`src/rtl/burst_seq_ctrl.sv`:
```
module burst_seq_ctrl #(
  parameter int NIN = 3
) (
  input  logic clk,
  input  logic rst,
  input  logic in_a,
  input  logic in_b,
  input  logic in_c,
  output logic out_x,
  output logic out_y,
  output logic proto_err
);
  localparam int IA = 0;
  localparam int IB = 1;
  localparam int IC = 2;

  typedef enum logic [3:0] {
    ST_REST = 4'b0001,
    ST_RUN  = 4'b0010,
    ST_MARK = 4'b0100,
    ST_PARK = 4'b1000
  } state_t;

  state_t state, nxt;
  logic [NIN-1:0] in_now, in_q, rise, fall, rise_seen, fall_seen, accept;
  logic nx_x, nx_y;

  assign in_now = {in_c, in_b, in_a};
  assign rise   = in_now & ~in_q;
  assign fall   = ~in_now & in_q;

  always_comb begin
    accept = '0;
    case (state)
      ST_REST: begin accept[IA] = 1'b1; accept[IB] = 1'b1; end
      ST_RUN:  accept = '1;
      ST_MARK: accept[IB] = 1'b1;
      ST_PARK: begin accept[IB] = 1'b1; accept[IC] = 1'b1; end
      default: accept = '0;
    endcase
  end

  always_comb begin
    nxt = state;
    case (state)
      ST_REST: if (rise_seen[IA]) nxt = ST_RUN;
      ST_RUN: begin
        if (in_q[IB] && fall_seen[IA])      nxt = ST_MARK;
        else if (in_q[IB] && rise_seen[IC]) nxt = ST_PARK;
      end
      ST_MARK: if (fall_seen[IB]) nxt = ST_REST;
      ST_PARK: if (fall_seen[IC]) nxt = ST_RUN;
      default: nxt = ST_REST;
    endcase
  end

  assign nx_x = (nxt == ST_MARK);
  assign nx_y = (nxt == ST_RUN);

  always_ff @(posedge clk) begin
    if (rst) begin
      state     <= ST_REST;
      in_q      <= '0;
      rise_seen <= '0;
      fall_seen <= '0;
      out_x     <= 1'b0;
      out_y     <= 1'b0;
      proto_err <= 1'b0;
    end else begin
      in_q  <= in_now;
      state <= nxt;
      out_x <= nx_x;
      out_y <= nx_y;
      if (nxt != state) begin
        rise_seen <= '0;
        fall_seen <= '0;
      end else begin
        rise_seen <= rise_seen | rise;
        fall_seen <= fall_seen | fall;
      end
      proto_err <= proto_err | (|((rise | fall) & ~accept));
    end
  end

  assert_outputs_exclusive_R3: assert property (@(posedge clk) disable iff (rst)
    !(out_x && out_y));

  assert_err_sticky_R10: assert property (@(posedge clk) disable iff (rst)
    proto_err |=> proto_err);

  assert_x_rise_guarded_R3: assert property (@(posedge clk) disable iff (rst)
    $rose(out_x) |-> $past(in_q[IB]));

  assert_y_rise_recorded_R2: assert property (@(posedge clk) disable iff (rst)
    $rose(out_y) |-> ($past(rise_seen) != '0 || $past(fall_seen) != '0));

  assert_guard_low_holds_R5: assert property (@(posedge clk) disable iff (rst)
    (state == ST_RUN && !in_q[IB]) |=> (state == ST_RUN));

endmodule

```
`config.mk`:
```
export PLATFORM = sky130hd
export DESIGN_NAME = burst_seq_ctrl
export DESIGN_NICKNAME = d
export VERILOG_FILES = /design/src/rtl/burst_seq_ctrl.sv
export SDC_FILE = /design/constraint.sdc
export NUM_CORES = 1
export LEC_CHECK = 0
export BUFFER_PORTS_ARGS = -buffer_cell sky130_fd_sc_hd__buf_2
export CAP_MARGIN = 10
export CELL_PAD_IN_SITES_DETAIL_PLACEMENT = 1
export CELL_PAD_IN_SITES_GLOBAL_PLACEMENT = 2
export CORE_MARGIN = 3
export CORE_UTILIZATION = 31
export CTS_CLUSTER_DIAMETER = 100
export DETAILED_ROUTE_END_ITERATION = 10
export PLACE_DENSITY = 0.76
export RECOVER_POWER = 25
export SLEW_MARGIN = 10
export SYNTH_ARGS = -nofsm -noshare
export SYNTH_HDL_FRONTEND = slang
export SYNTH_SLANG_ARGS = --single-unit
export TNS_END_PERCENT = 5
```
`constraint.sdc`:
```
create_clock -name clk -period 1.2 [get_ports clk]
set_input_delay 0.06 -clock clk [delete_from_list [all_inputs] [get_ports clk]]
set_output_delay 0.06 -clock clk [all_outputs]
set_load 0.01 [all_outputs]
```
==> metrics.md <==
| Metric | Value |
|---|---|
| Outcome | `finished, violations left` |
| Failing checks | `setup timing` |
| CTS tree | `yes` |
| RSZ-0062 raised after global routing | `true` |
| FF-to-FF End | `rise_seen[0]` |
| Max-slew headroom | `67.5%` |
| Global-route wire length before repair | `3.75 mm` |
| Met2 WL | `1.17 mm` |
| Hold violation count in the final report | `0` |
| Final Slew Violations | `0` |
| Worst R2R Start | `state[3]` |
| Setup CP Type | `reg -> reg` |
| Io pins | `8` |
| Worst-path fanout max | `8` |
| Tmin final | `1340 ps` |
| CP Data Required Time | `1430 ps` |
| Share of layout cells above drive strength 1 | `46.9%` |
| Worst skew pair latency | `290 ps` |
| DRC viols | `0` |
| Tcrit/Tclk final | `111%` |
| P_leak | `0.451 nW` |
| Hold EP | `in_q[0]` |
| Combinational cell fraction of total power | `26.3%` |
| Largest net degree at the start of global routing | `12` |
| # placed instances | `136` |
| Total core area | `2500 µm²` |
| Synth unique cells | `33` |
| Vias per Instance | `5.20` |
| Ys Warns | `0` |
| Switching Share | `32.3%` |
| Met3 wire length | `54 µm` |
| Hold Crit Start | `in_a` |
| Clk slew on worst S/H paths | `110 ps` |
| Internal | `0.817 mW` |
| WL/cell | `15.6 µm` |
| PD cells | `1060 nW/µm²` |
| Layout Utilization | `45.7%` |
| Post-DP HPWL | `1.52 mm` |
| Final setup margin | `-136 ps` |
| DP Worst Slack | `-205 ps` |
| Initial antenna violation count | `0` |
| Vias in the first global route | `815` |
| Max Freq | `748 MHz` |
| Fill count | `279` |
| CP Data Arrival Time | `1560 ps` |
| NetSw | `0.390 mW` |
| # diodes | `0` |
| H-tree Lvls | `1` |
| GRT overflow | `0` |
| Slew @ Worst Pin | `486 ps` |
| DIE AREA | `3300 µm²` |
| Yosys reg bits | `15` |
| GR Util All Layers | `15.2%` |
| Routed Antenna Nets | `0` |
| Final-stage net count | `124` |
| Final wirelength | `2.23 mm` |
| Mapped Cells | `89` |
| Post-route insts no fill | `143` |
| Sequential power share | `48.0%` |
| Final setup violation count | `9` |
| Gpl congestion | `0.877` |
| Clock Tree Buf Depth | `2` |
| Met1 wire length | `987 µm` |
| Syn Area/Cell | `9.22 µm²` |
| Peak VDD IR | `0.678 mV` |
| Chip Width | `57.5 µm` |
| Most frequent cells in the layout | `nor2_1 (13), buf_4 (13), dfxtp_1 (9), buf_2 (7), inv_1 (5)` |
| Number of port buffers | `7` |
| Row Count | `18` |
| CP Capture Type | `flop` |
| 1st-iter DRT viols | `9` |
| Area Growth Syn to Fin | `39.2%` |
| Max-Cap Viols | `0` |
| Number of buffers created by CTS | `3` |
| Worst hold path class | `in -> reg` |
| WHS | `20.8 ps` |
| Fin Setup TNS | `-874 ps` |
| R2R setup slack | `-140 ps` |
| Top Layer Used | `met4` |
| Worst R2R Path Depth | `4` |
| Post-synthesis net count | `99` |
| Clock power frac | `25.7%` |
| Initial core utilization | `32.8%` |
| Die extent in y | `57.5 µm` |
| Vias | `744` |
| Hold depth | `3` |
| Syn Std Cell Area | `821 µm²` |
| DRT Pass-1 Iters | `4` |
| Sequential fraction of the synthesis area | `36.6%` |
| Root Buffer Master | `clkbuf_4` |
| Setup Skew | `7.98 ps` |
| Num Clock Sinks | `15` |
| Critical Path Start Type | `flop` |
-- flip-flops by register name, summed over array words and instances (netlist names) --
name,count
proto_err,1
rise_seen,2
in_q,3
out_x,1
fall_seen,3
out_y,1
state,4
-- kinds of logic after synthesis --
family,after synthesis,synth area share (%)
AO/OA/AOI/OAI,17,17.5
flip-flops,15,36.6
buffers and inverters,11,6.71
adder cells (fa/ha/maj),5,7.62
AND/OR/NAND/NOR,39,29.4
XOR/XNOR,2,2.13
-- metal layers --
layer | GRT usage (%) | vias to the layer above
met4 | 6.62 | 0
met3 | 2.71 | 2
met5 | 0 | -
met2 | 26.8 | 9
met1 | 17.8 | 366
li1 | - | 367
-- stage by stage --
step	total power, mW	area (µm²)
after floorplan	0.761	856
after global placement	0.836	992
after detailed placement	0.845	992
after CTS	1.20	1120
after global routing	1.28	1140
final	1.21	1140
-- synthesized netlist by cell type --
master     count  area (µm²)
a211o_1        2        17.5
a21o_2         1        8.76
a21oi_1        5        25.0
a221oi_2       1        15.0
a31o_1         1        8.76
and3b_1        1        8.76
buf_2          2        10.0
buf_4          1        7.51
buf_6          1        11.3
clkbuf_1       1        3.75
dfxtp_1       15         300
ha_1           5        62.6
inv_1          6        22.5
nand2_1        3        11.3
nand2b_1       1        6.26
nand3_1        1        5.00
nand3b_1       4        30.0
nand4_1        1        6.26
nand4b_1       2        17.5
nor2_1        14        52.6
nor2_2         1        6.26
nor3_2         5        50.1
nor3b_1        1        7.51
nor4_1         4        25.0
nor4b_2        1        15.0
o21a_1         2        15.0
o21ai_0        1        5.00
o21ai_1        1        5.00
o21ai_2        1        8.76
o2bb2ai_1      1        8.76
o311ai_4       1        26.3
xnor2_1        1        8.76
xor2_1         1        8.76
-- layout make-up --
cell class | count | area (µm²) | share of cell area [%]
clock buffer | 3 | 22.5 | 1.97
clock inverter | 1 | 7.51 | 0.657
inverter | 6 | 22.5 | 1.97
multi-input combinational | 63 | 549 | 48.1
sequential | 15 | 315 | 27.6
tap | 30 | 37.5 | 3.29
timing repair buffer | 25 | 188 | 16.4
-- worst max path at each step --
stage | start | end | slack (ps) | cells after the start
detailed placement | state[2] | rise_seen[0] | -200 | 4
CTS | state[3] | rise_seen[0] | -130 | 4
finish | state[3] | rise_seen[0] | -140 | 4
global route | state[3] | rise_seen[0] | -230 | 4
floorplan | state[3] | fall_seen[1] | -40 | 4
global placement | state[2] | fall_seen[1] | -120 | 4
-- power groups by stage --
| stage | sequential [mW] | clock [mW] | combinational [mW] |
|---|---|---|---|
| floorplan | 0.577 | 0 | 0.185 |
| global placement | 0.586 | 0 | 0.250 |
| detailed placement | 0.587 | 0 | 0.258 |
| CTS | 0.578 | 0.322 | 0.302 |
| global route | 0.587 | 0.347 | 0.349 |
| finish | 0.579 | 0.310 | 0.318 |
-- critical path, cell delays in order (launching register included) --
cell      delay (ps)
dfxtp_4          410
nor4b_4          300
a21o_2           180
o311ai_4         170
nor3_4           210
-- repair_timing --
action,4_1_cts,5_1_grt
setup buffers,2,0
endpoints found under the hold margin,1,0
endpoints found under the setup margin,10,10
pin swaps,4,1
gates resized for setup,18,3
hold buffers,1,0
(Power assumes the default switching activity.)
